File: src/rtl/stlf_pkg.sv
package stlf_pkg;

  localparam int WORD_BYTES = 8;
  localparam int WORD_BITS  = 64;

  // Byte enables of an aligned access of size code sz at byte offset off.
  function automatic logic [7:0] byte_mask(input logic [2:0] off, input logic [1:0] sz);
    logic [7:0] base;
    case (sz)
      2'd0:    base = 8'h01;
      2'd1:    base = 8'h03;
      2'd2:    base = 8'h0F;
      default: base = 8'hFF;
    endcase
    return base << off;
  endfunction

  // Bit mask covering the low bytes of a right-justified value of size code sz.
  function automatic logic [63:0] data_mask(input logic [1:0] sz);
    case (sz)
      2'd0:    return 64'h0000_0000_0000_00FF;
      2'd1:    return 64'h0000_0000_0000_FFFF;
      2'd2:    return 64'h0000_0000_FFFF_FFFF;
      default: return 64'hFFFF_FFFF_FFFF_FFFF;
    endcase
  endfunction

  // Bit shift for a byte offset within the word.
  function automatic logic [5:0] lane_shift(input logic [2:0] off);
    return {off, 3'b000};
  endfunction

endpackage

File: src/rtl/stlf_queue.sv
module stlf_queue #(
  parameter int DEPTH = 8,
  parameter int AW    = 32,
  localparam int PW   = $clog2(DEPTH),
  localparam int CW   = $clog2(DEPTH + 1)
) (
  input  logic                         clk,
  input  logic                         rst_n,
  input  logic                         push,
  input  logic [AW-1:0]                push_addr,
  input  logic [1:0]                   push_size,
  input  logic [63:0]                  push_data,
  input  logic                         pop,
  output logic [CW-1:0]                count,
  output logic [DEPTH-1:0]             age_vld,
  output logic [DEPTH-1:0][AW-1:0]     age_addr,
  output logic [DEPTH-1:0][1:0]        age_size,
  output logic [DEPTH-1:0][63:0]       age_data
);

  logic [DEPTH-1:0][AW-1:0] m_addr;
  logic [DEPTH-1:0][1:0]    m_size;
  logic [DEPTH-1:0][63:0]   m_data;
  logic [PW-1:0]            head, tail;

  function automatic logic [PW-1:0] step(input logic [PW-1:0] p);
    return (p == PW'(DEPTH - 1)) ? '0 : p + PW'(1);
  endfunction

  always_ff @(posedge clk or negedge rst_n) begin
    if (!rst_n) begin
      head  <= '0;
      tail  <= '0;
      count <= '0;
    end else begin
      if (push) tail <= step(tail);
      if (pop)  head <= step(head);
      count <= count + CW'(push) - CW'(pop);
    end
  end

  always_ff @(posedge clk) begin
    if (push) begin
      m_addr[tail] <= push_addr;
      m_size[tail] <= push_size;
      m_data[tail] <= push_data;
    end
  end

  // Present entries by age: index 0 is the oldest.
  for (genvar i = 0; i < DEPTH; i++) begin : g_age
    logic [PW:0]   sum;
    logic [PW-1:0] idx;
    assign sum = {1'b0, head} + (PW + 1)'(i);
    assign idx = (sum >= (PW + 1)'(DEPTH)) ? PW'(sum - (PW + 1)'(DEPTH)) : sum[PW-1:0];
    assign age_vld[i]  = CW'(i) < count;
    assign age_addr[i] = m_addr[idx];
    assign age_size[i] = m_size[idx];
    assign age_data[i] = m_data[idx];
  end

endmodule

File: src/rtl/stlf_match.sv
module stlf_match
  import stlf_pkg::*;
#(
  parameter int DEPTH = 8,
  parameter int AW    = 32,
  localparam int PW   = $clog2(DEPTH)
) (
  input  logic [DEPTH-1:0]             age_vld,
  input  logic [DEPTH-1:0][AW-1:0]     age_addr,
  input  logic [DEPTH-1:0][1:0]        age_size,
  input  logic [AW-1:0]                ld_addr,
  input  logic [1:0]                   ld_size,
  output logic [DEPTH-1:0]             ovl_vec,
  output logic                         any_ovl,
  output logic [PW-1:0]                sel,
  output logic                         fwd_ok
);

  logic [7:0] ld_mask;
  assign ld_mask = byte_mask(ld_addr[2:0], ld_size);

  for (genvar i = 0; i < DEPTH; i++) begin : g_cmp
    logic same_word;
    assign same_word  = age_addr[i][AW-1:3] == ld_addr[AW-1:3];
    assign ovl_vec[i] = age_vld[i] && same_word &&
                        (|(byte_mask(age_addr[i][2:0], age_size[i]) & ld_mask));
  end

  // Youngest overlapping entry wins: the highest age index.
  always_comb begin
    sel = '0;
    for (int i = 0; i < DEPTH; i++) begin
      if (ovl_vec[i]) sel = PW'(i);
    end
  end

  assign any_ovl = |ovl_vec;
  assign fwd_ok  = any_ovl && (age_addr[sel] == ld_addr) && (ld_size <= age_size[sel]);

endmodule

File: src/rtl/stlf_unit.sv
module stlf_unit
  import stlf_pkg::*;
#(
  parameter int DEPTH = 8,
  parameter int AW    = 32,
  parameter int CNTW  = 16,
  localparam int PW   = $clog2(DEPTH),
  localparam int CW   = $clog2(DEPTH + 1)
) (
  input  logic            clk,
  input  logic            rst_n,
  input  logic            st_valid,
  input  logic [AW-1:0]   st_addr,
  input  logic [1:0]      st_size,
  input  logic [63:0]     st_data,
  output logic            st_ready,
  input  logic            ld_valid,
  input  logic [AW-1:0]   ld_addr,
  input  logic [1:0]      ld_size,
  output logic            ld_done,
  output logic            ld_fwd,
  output logic            ld_stall,
  output logic [63:0]     ld_data,
  output logic [CNTW-1:0] ld_wait,
  output logic [AW-4:0]   cr_addr,
  input  logic [63:0]     cr_data,
  output logic            dr_valid,
  input  logic            dr_ready,
  output logic [AW-4:0]   dr_addr,
  output logic [7:0]      dr_mask,
  output logic [63:0]     dr_data
);

  // Internal events, named for the checker.
  logic                     push, pop;
  logic [CW-1:0]            q_count;
  logic [DEPTH-1:0]         age_vld, ovl_vec;
  logic [DEPTH-1:0][AW-1:0] age_addr;
  logic [DEPTH-1:0][1:0]    age_size;
  logic [DEPTH-1:0][63:0]   age_data;
  logic                     any_ovl, fwd_ok;
  logic [PW-1:0]            sel;

  assign st_ready = q_count < CW'(DEPTH);
  assign push     = st_valid && st_ready;
  assign dr_valid = q_count != '0;
  assign pop      = dr_valid && dr_ready;

  stlf_queue #(.DEPTH(DEPTH), .AW(AW)) u_queue (
    .clk       (clk),
    .rst_n     (rst_n),
    .push      (push),
    .push_addr (st_addr),
    .push_size (st_size),
    .push_data (st_data),
    .pop       (pop),
    .count     (q_count),
    .age_vld   (age_vld),
    .age_addr  (age_addr),
    .age_size  (age_size),
    .age_data  (age_data)
  );

  stlf_match #(.DEPTH(DEPTH), .AW(AW)) u_match (
    .age_vld  (age_vld),
    .age_addr (age_addr),
    .age_size (age_size),
    .ld_addr  (ld_addr),
    .ld_size  (ld_size),
    .ovl_vec  (ovl_vec),
    .any_ovl  (any_ovl),
    .sel      (sel),
    .fwd_ok   (fwd_ok)
  );

  // Drain port: oldest entry, data moved to its byte lanes.
  assign dr_addr = age_addr[0][AW-1:3];
  assign dr_mask = byte_mask(age_addr[0][2:0], age_size[0]);
  assign dr_data = (age_data[0] & data_mask(age_size[0])) << lane_shift(age_addr[0][2:0]);

  // Load outcome.
  assign cr_addr  = ld_addr[AW-1:3];
  assign ld_stall = ld_valid && any_ovl && !fwd_ok;
  assign ld_fwd   = ld_valid && fwd_ok;
  assign ld_done  = ld_valid && !ld_stall;

  always_comb begin
    if (!ld_done)
      ld_data = '0;
    else if (fwd_ok)
      ld_data = age_data[sel] & data_mask(ld_size);
    else
      ld_data = (cr_data >> lane_shift(ld_addr[2:0])) & data_mask(ld_size);
  end

  // Stall latency counter, saturating.
  always_ff @(posedge clk or negedge rst_n) begin
    if (!rst_n)
      ld_wait <= '0;
    else if (ld_stall) begin
      if (ld_wait != '1) ld_wait <= ld_wait + CNTW'(1);
    end else if (ld_done)
      ld_wait <= '0;
  end

endmodule

File: config.mk
export PLATFORM = sky130hd
export DESIGN_NAME = stlf_unit
export DESIGN_NICKNAME = d
export VERILOG_FILES = /design/src/rtl/stlf_pkg.sv /design/src/rtl/stlf_queue.sv /design/src/rtl/stlf_match.sv /design/src/rtl/stlf_unit.sv
export SDC_FILE = /design/constraint.sdc
export NUM_CORES = 2
export LEC_CHECK = 0
export BUFFER_PORTS_ARGS = -buffer_cell sky130_fd_sc_hd__buf_4
export CAP_MARGIN = 20
export CORE_MARGIN = 2
export CORE_UTILIZATION = 40
export DETAILED_ROUTE_END_ITERATION = 10
export MAX_ROUTING_LAYER = met4
export PLACE_DENSITY = 0.57
export RECOVER_POWER = 50
export SLEW_MARGIN = 5
export SYNTH_ARGS = -nofsm -noshare
export SYNTH_HDL_FRONTEND = slang
export SYNTH_HIERARCHICAL = 1
export SYNTH_SLANG_ARGS = --single-unit
File: constraint.sdc
create_clock -name clk -period 8.6 [get_ports clk]
set_clock_uncertainty 0.2 [all_clocks]
set_input_delay 1.72 -clock clk [delete_from_list [all_inputs] [get_ports clk]]
set_output_delay 1.72 -clock clk [all_outputs]
set_load 0.02 [all_outputs]
==> results by group <==
Yosys
  – Share of the synthesized area in compound gates (AO/OA/AOI/OAI): 17.3%
  – Syn_area_per_cell: 11.0 sq um
  – Combinational family with the most area after synthesis: multiplexers
  – Biggest area contributors in the synthesized netlist: edfxtp_1 34%, mux2_2 13%, mux4_2 10%
  – Post-synthesis register bit count: 810
  – Post-synthesis sequential area ratio: 35.0%
  – Synth Net Count: 6,464
  – Share of Yosys cell area claimed by the top area cell type: 34.1%
  – Adder-cell area share of the yosys netlist: 0.283%
  – Simple-gate share of the synthesized area: 7.29%
  – Xor and xnor fraction of the mapped netlist area: 3.04%
  – Multiplexer fraction of the synthesized cell area: 32.1%
  – Ys flop type: edfxtp_1
  – Synth top cells by count: 922 x o22ai_1, 784 x edfxtp_1, 767 x mux2_2
  – Number of warnings printed during yosys synthesis: 6
  – Fraction of registers with async set/reset: 3.21%
  – Most common cell in the netlist: o22ai_1
  – Synth cell types: 106
  – Cells after synthesis: 6,248
  – Cell type with the highest aggregate area in the netlist: edfxtp_1
  – Post-Syn Area: 0.0690 sq mm
  – EDFF count, synth: 784

Die
  – Core area: 0.172 sq mm
  – Height of the die: 419 um
  – Number of top-level pins: 416
  – Overall die width: 419 um
  – Area of the die: 0.176 sq mm
  – Effective utilization at floorplan: 40.2%
  – Standard-cell rows: 152

Global routing
  – Grt ovf: 0
  – Vias in the first global route: 58,600
  – Initial antenna violation count: 35
  – Global-route wire length before repair: 411,000 um
  – Pin count of the biggest net entering global routing: 99
  – Global routing usage summed across all routing layers: 32.3%

Clock tree
  – CTS tree: done
  – Clock tree buffer depth: 3
  – CTS buffer count: 100
  – Total of hold buffers inserted after clock tree synthesis: 0
  – H-tree level count: 3
  – Count of clock tree sinks: 810
  – Root buffer selected by CTS: clkbuf_16
  – Insertion delay of the later-clocked pin in the worst-skew pair: 0.79 ns
  – Clock transition at the register clock pins on the worst setup and hold paths after CTS: 0.06 ns

Drt
  – Vias: 62,100
  – Routed wire length: 292,000 um
  – Number of vias per cell: 6.66
  – DRC: 0
  – Number of detailed-routing iterations run before antenna repair: 7
  – Violation count after the first detailed-route iteration: 8,471
  – Wire length per cell after detailed routing: 31.4 um
  – Number of nets still failing antenna checks after routing: 0

Power
  – Overall power after layout: 42.4 mW
  – Pleak: 29.6 nW
  – Maximum vdd drop: 0.478 mV
  – Share of total power in sequential cells: 11.9%
  – Switching power of the nets: 20.9 mW
  – P_int: 21.5 mW
  – Proportion of power drawn by combinational gates: 77.7%
  – Total power per unit cell area: 498 mW/mm^2
  – Switching share of total power: 49.2%
  – Clock share of power: 10.4%

Setup path
  – Standard cell with the maximum stage delay on the critical path: a22oi_2
  – Path depth of the worst reg2reg path: 34
  – Biggest cell delay along the critical path: 0.62 ns
  – Worst flop-to-flop path endpoint: ld_wait[1]$_DFFE_PN0P_
  – Startpoint of the worst-slack reg-to-reg timing path: u_queue/head[1]$_DFFE_PN0P_
  – Worst reg-to-reg setup slack: 1.83 ns
  – CP Data Arrival Time: 7.59 ns
  – Kind of start point of the critical path: flip-flop
  – Max FO, Critical Path: 13
  – Crit path kind: flip-flop to primary output
  – WP data required: 6.68 ns
  – Sort of element at the end of the critical path: primary output

STA
  – Unrepaired setup endpoints after global routing: true
  – Number of endpoints failing setup at the final stage: 66
  – Worst-case setup margin in the final layout: -0.906 ns
  – Max-slew violations: 343
  – Final-report hold violation count: 0
  – Rel. slew slack: -214%
  – Slew at the pin closest to its max-slew limit: 4.70 ns
  – Final critical-path share of the clock period: 111%
  – Min Clock Period, post-route: 9.51 ns
  – Achievable frequency: 105 MHz
  – Worst Hold Margin: 0.354 ns

Min path
  – Hold Startpoint: u_queue/tail[0]$_DFFE_PN0P_
  – Min-Delay Path Depth: 2
  – Worst min-delay path class: flip-flop to flip-flop
  – Hold path endpoint: u_queue/tail[0]$_DFFE_PN0P_

Layout
  – Final #Nets: 7,118
  – Layout Area Growth over Synthesis: 23.2%
  – Ratio of cells with drive above 1 in the final layout: 40.3%
  – Final cell utilization of the core: 49.6%

Flow run
  – Max-capacitance violation count: 5

Place
  – Buffers on Ports: 415
  – Final HPWL DP: 199,000 um
  – Placer congestion estimate: 1.04

Outcome
  – Violated checks: capacitance limit, slew limit, setup timing
  – Outcome: finished, violations left
==> registers in the layout (all words and copies together) (netlist names) <==
register,flops
u_queue/head,3
u_queue/m_size,16
u_queue/count,4
u_queue/m_addr,256
u_queue/m_data,512
u_queue/tail,3
ld_wait,16
==> logic make-up (layout without fill, tap and decap cells) <==
group,after synthesis,after routing
AOI/OAI and AO/OA,1733,1734
muxes,1641,1641
and+or+nand+nor,1080,1082
DFF,810,810
buffers and inverters,731,1468
xor gates and xnor gates,238,238
adders and majority gates,15,15
other,0,24
==> worst max-delay path, delay by kind of cell, from the launching register on <==
family | cells | cell delay, ns
flops | 1 | 0.54
buf+inv | 12 | 1.74
fa+ha+maj | 2 | 0.46
simple gates | 6 | 0.92
compound gates | 9 | 2.54
xor+xnor | 1 | 0.28
mux | 2 | 0.28
==> worst max-delay path by stage <==
stage                                      startpoint          end  slack (ns)
final                     u_queue/head[1]$_DFFE_PN0P_  ld_data[52]       -0.91
after floorplan           u_queue/head[1]$_DFFE_PN0P_  ld_data[12]       -0.08
after global placement                     ld_addr[0]  ld_data[52]       -0.94
after CTS                 u_queue/head[1]$_DFFE_PN0P_  ld_data[50]       -0.86
after detailed placement                   ld_addr[0]  ld_data[52]       -0.92
after global routing      u_queue/head[1]$_DFFE_PN0P_  ld_data[50]       -1.01
==> final cells by class <==
| type | instances | area (sq um) |
|---|---|---|
| fillers | 15500 | 86500 |
| multi-input cells | 4710 | 43600 |
| flip-flops and latches | 810 | 24200 |
| repair buffers | 1210 | 10600 |
| well taps | 2310 | 2890 |
| clock buffers | 123 | 2640 |
| clock inverters | 65 | 790 |
| inverters | 70 | 278 |
| diodes | 24 | 60.1 |
==> through the flow <==
step	worst slack, ns	instances	area [sq um]	setup TNS [ns]
after floorplan	-0.0798	6248	69100	-0.472
after global placement	-0.943	8963	78000	-29.44
after detailed placement	-0.925	8963	78000	-23.97
after CTS	-0.862	9195	82500	-46.90
after global routing	-1.01	9321	85100	-57.18
final	-0.906	9322	85100	-45.78
==> cells in the final DEF, fill, tap and decap left out, types with 22 or more instances in the layout <==
master       n
buf_12      76
nor2_1     550
clkbuf_16  117
a211oi_1    93
mux2_1     136
buf_4      880
a2bb2o_1    93
o32ai_1     22
nor3_1      40
a221oi_1    95
mux2_2     767
a21oi_1     81
o211ai_1    46
mux2_4     149
o21ai_0     68
edfxtp_1   784
buf_6       92
a22oi_2     35
diode_2     24
mux4_2     308
xnor2_1    169
dfrtp_1     24
xor2_1      46
nand2_1    119
mux2i_1    280
a22oi_1     33
nor4_1      22
nand3_1     37
nor2_2      22
clkbuf_1   136
nand4_1     90
o22ai_1    899
inv_1       61
==> layer usage <==
layer	track usage [%]	vias up	wire, um
met5	-	-	0
met4	15.5	0	16300
met2	49.2	3592	133000
met3	5.54	680	27000
met1	41.8	31200	116000
li1	-	26600	-
==> power by group through the flow <==
stage	Sequential, mW	Clock [mW]	Combinational, mW
6_report	5.04	4.41	32.9
5_1_grt	5.07	4.62	34.2
4_1_cts	5.00	4.48	30.7
3_5_place_dp	5.07	0	29.9
3_3_place_gp	5.07	0	29.6
2_1_floorplan	5.02	0	19.0
==> timing repair <==
action                     in CTS  in global routing
hold endpoints to repair        0                  0
buffers inserted               38                 86
pin swaps                      29                113
setup endpoints to repair      67                 67
resized for setup             116                378
gates cloned                    7                 19
Note: power is estimated with default switching activity, not from simulation.
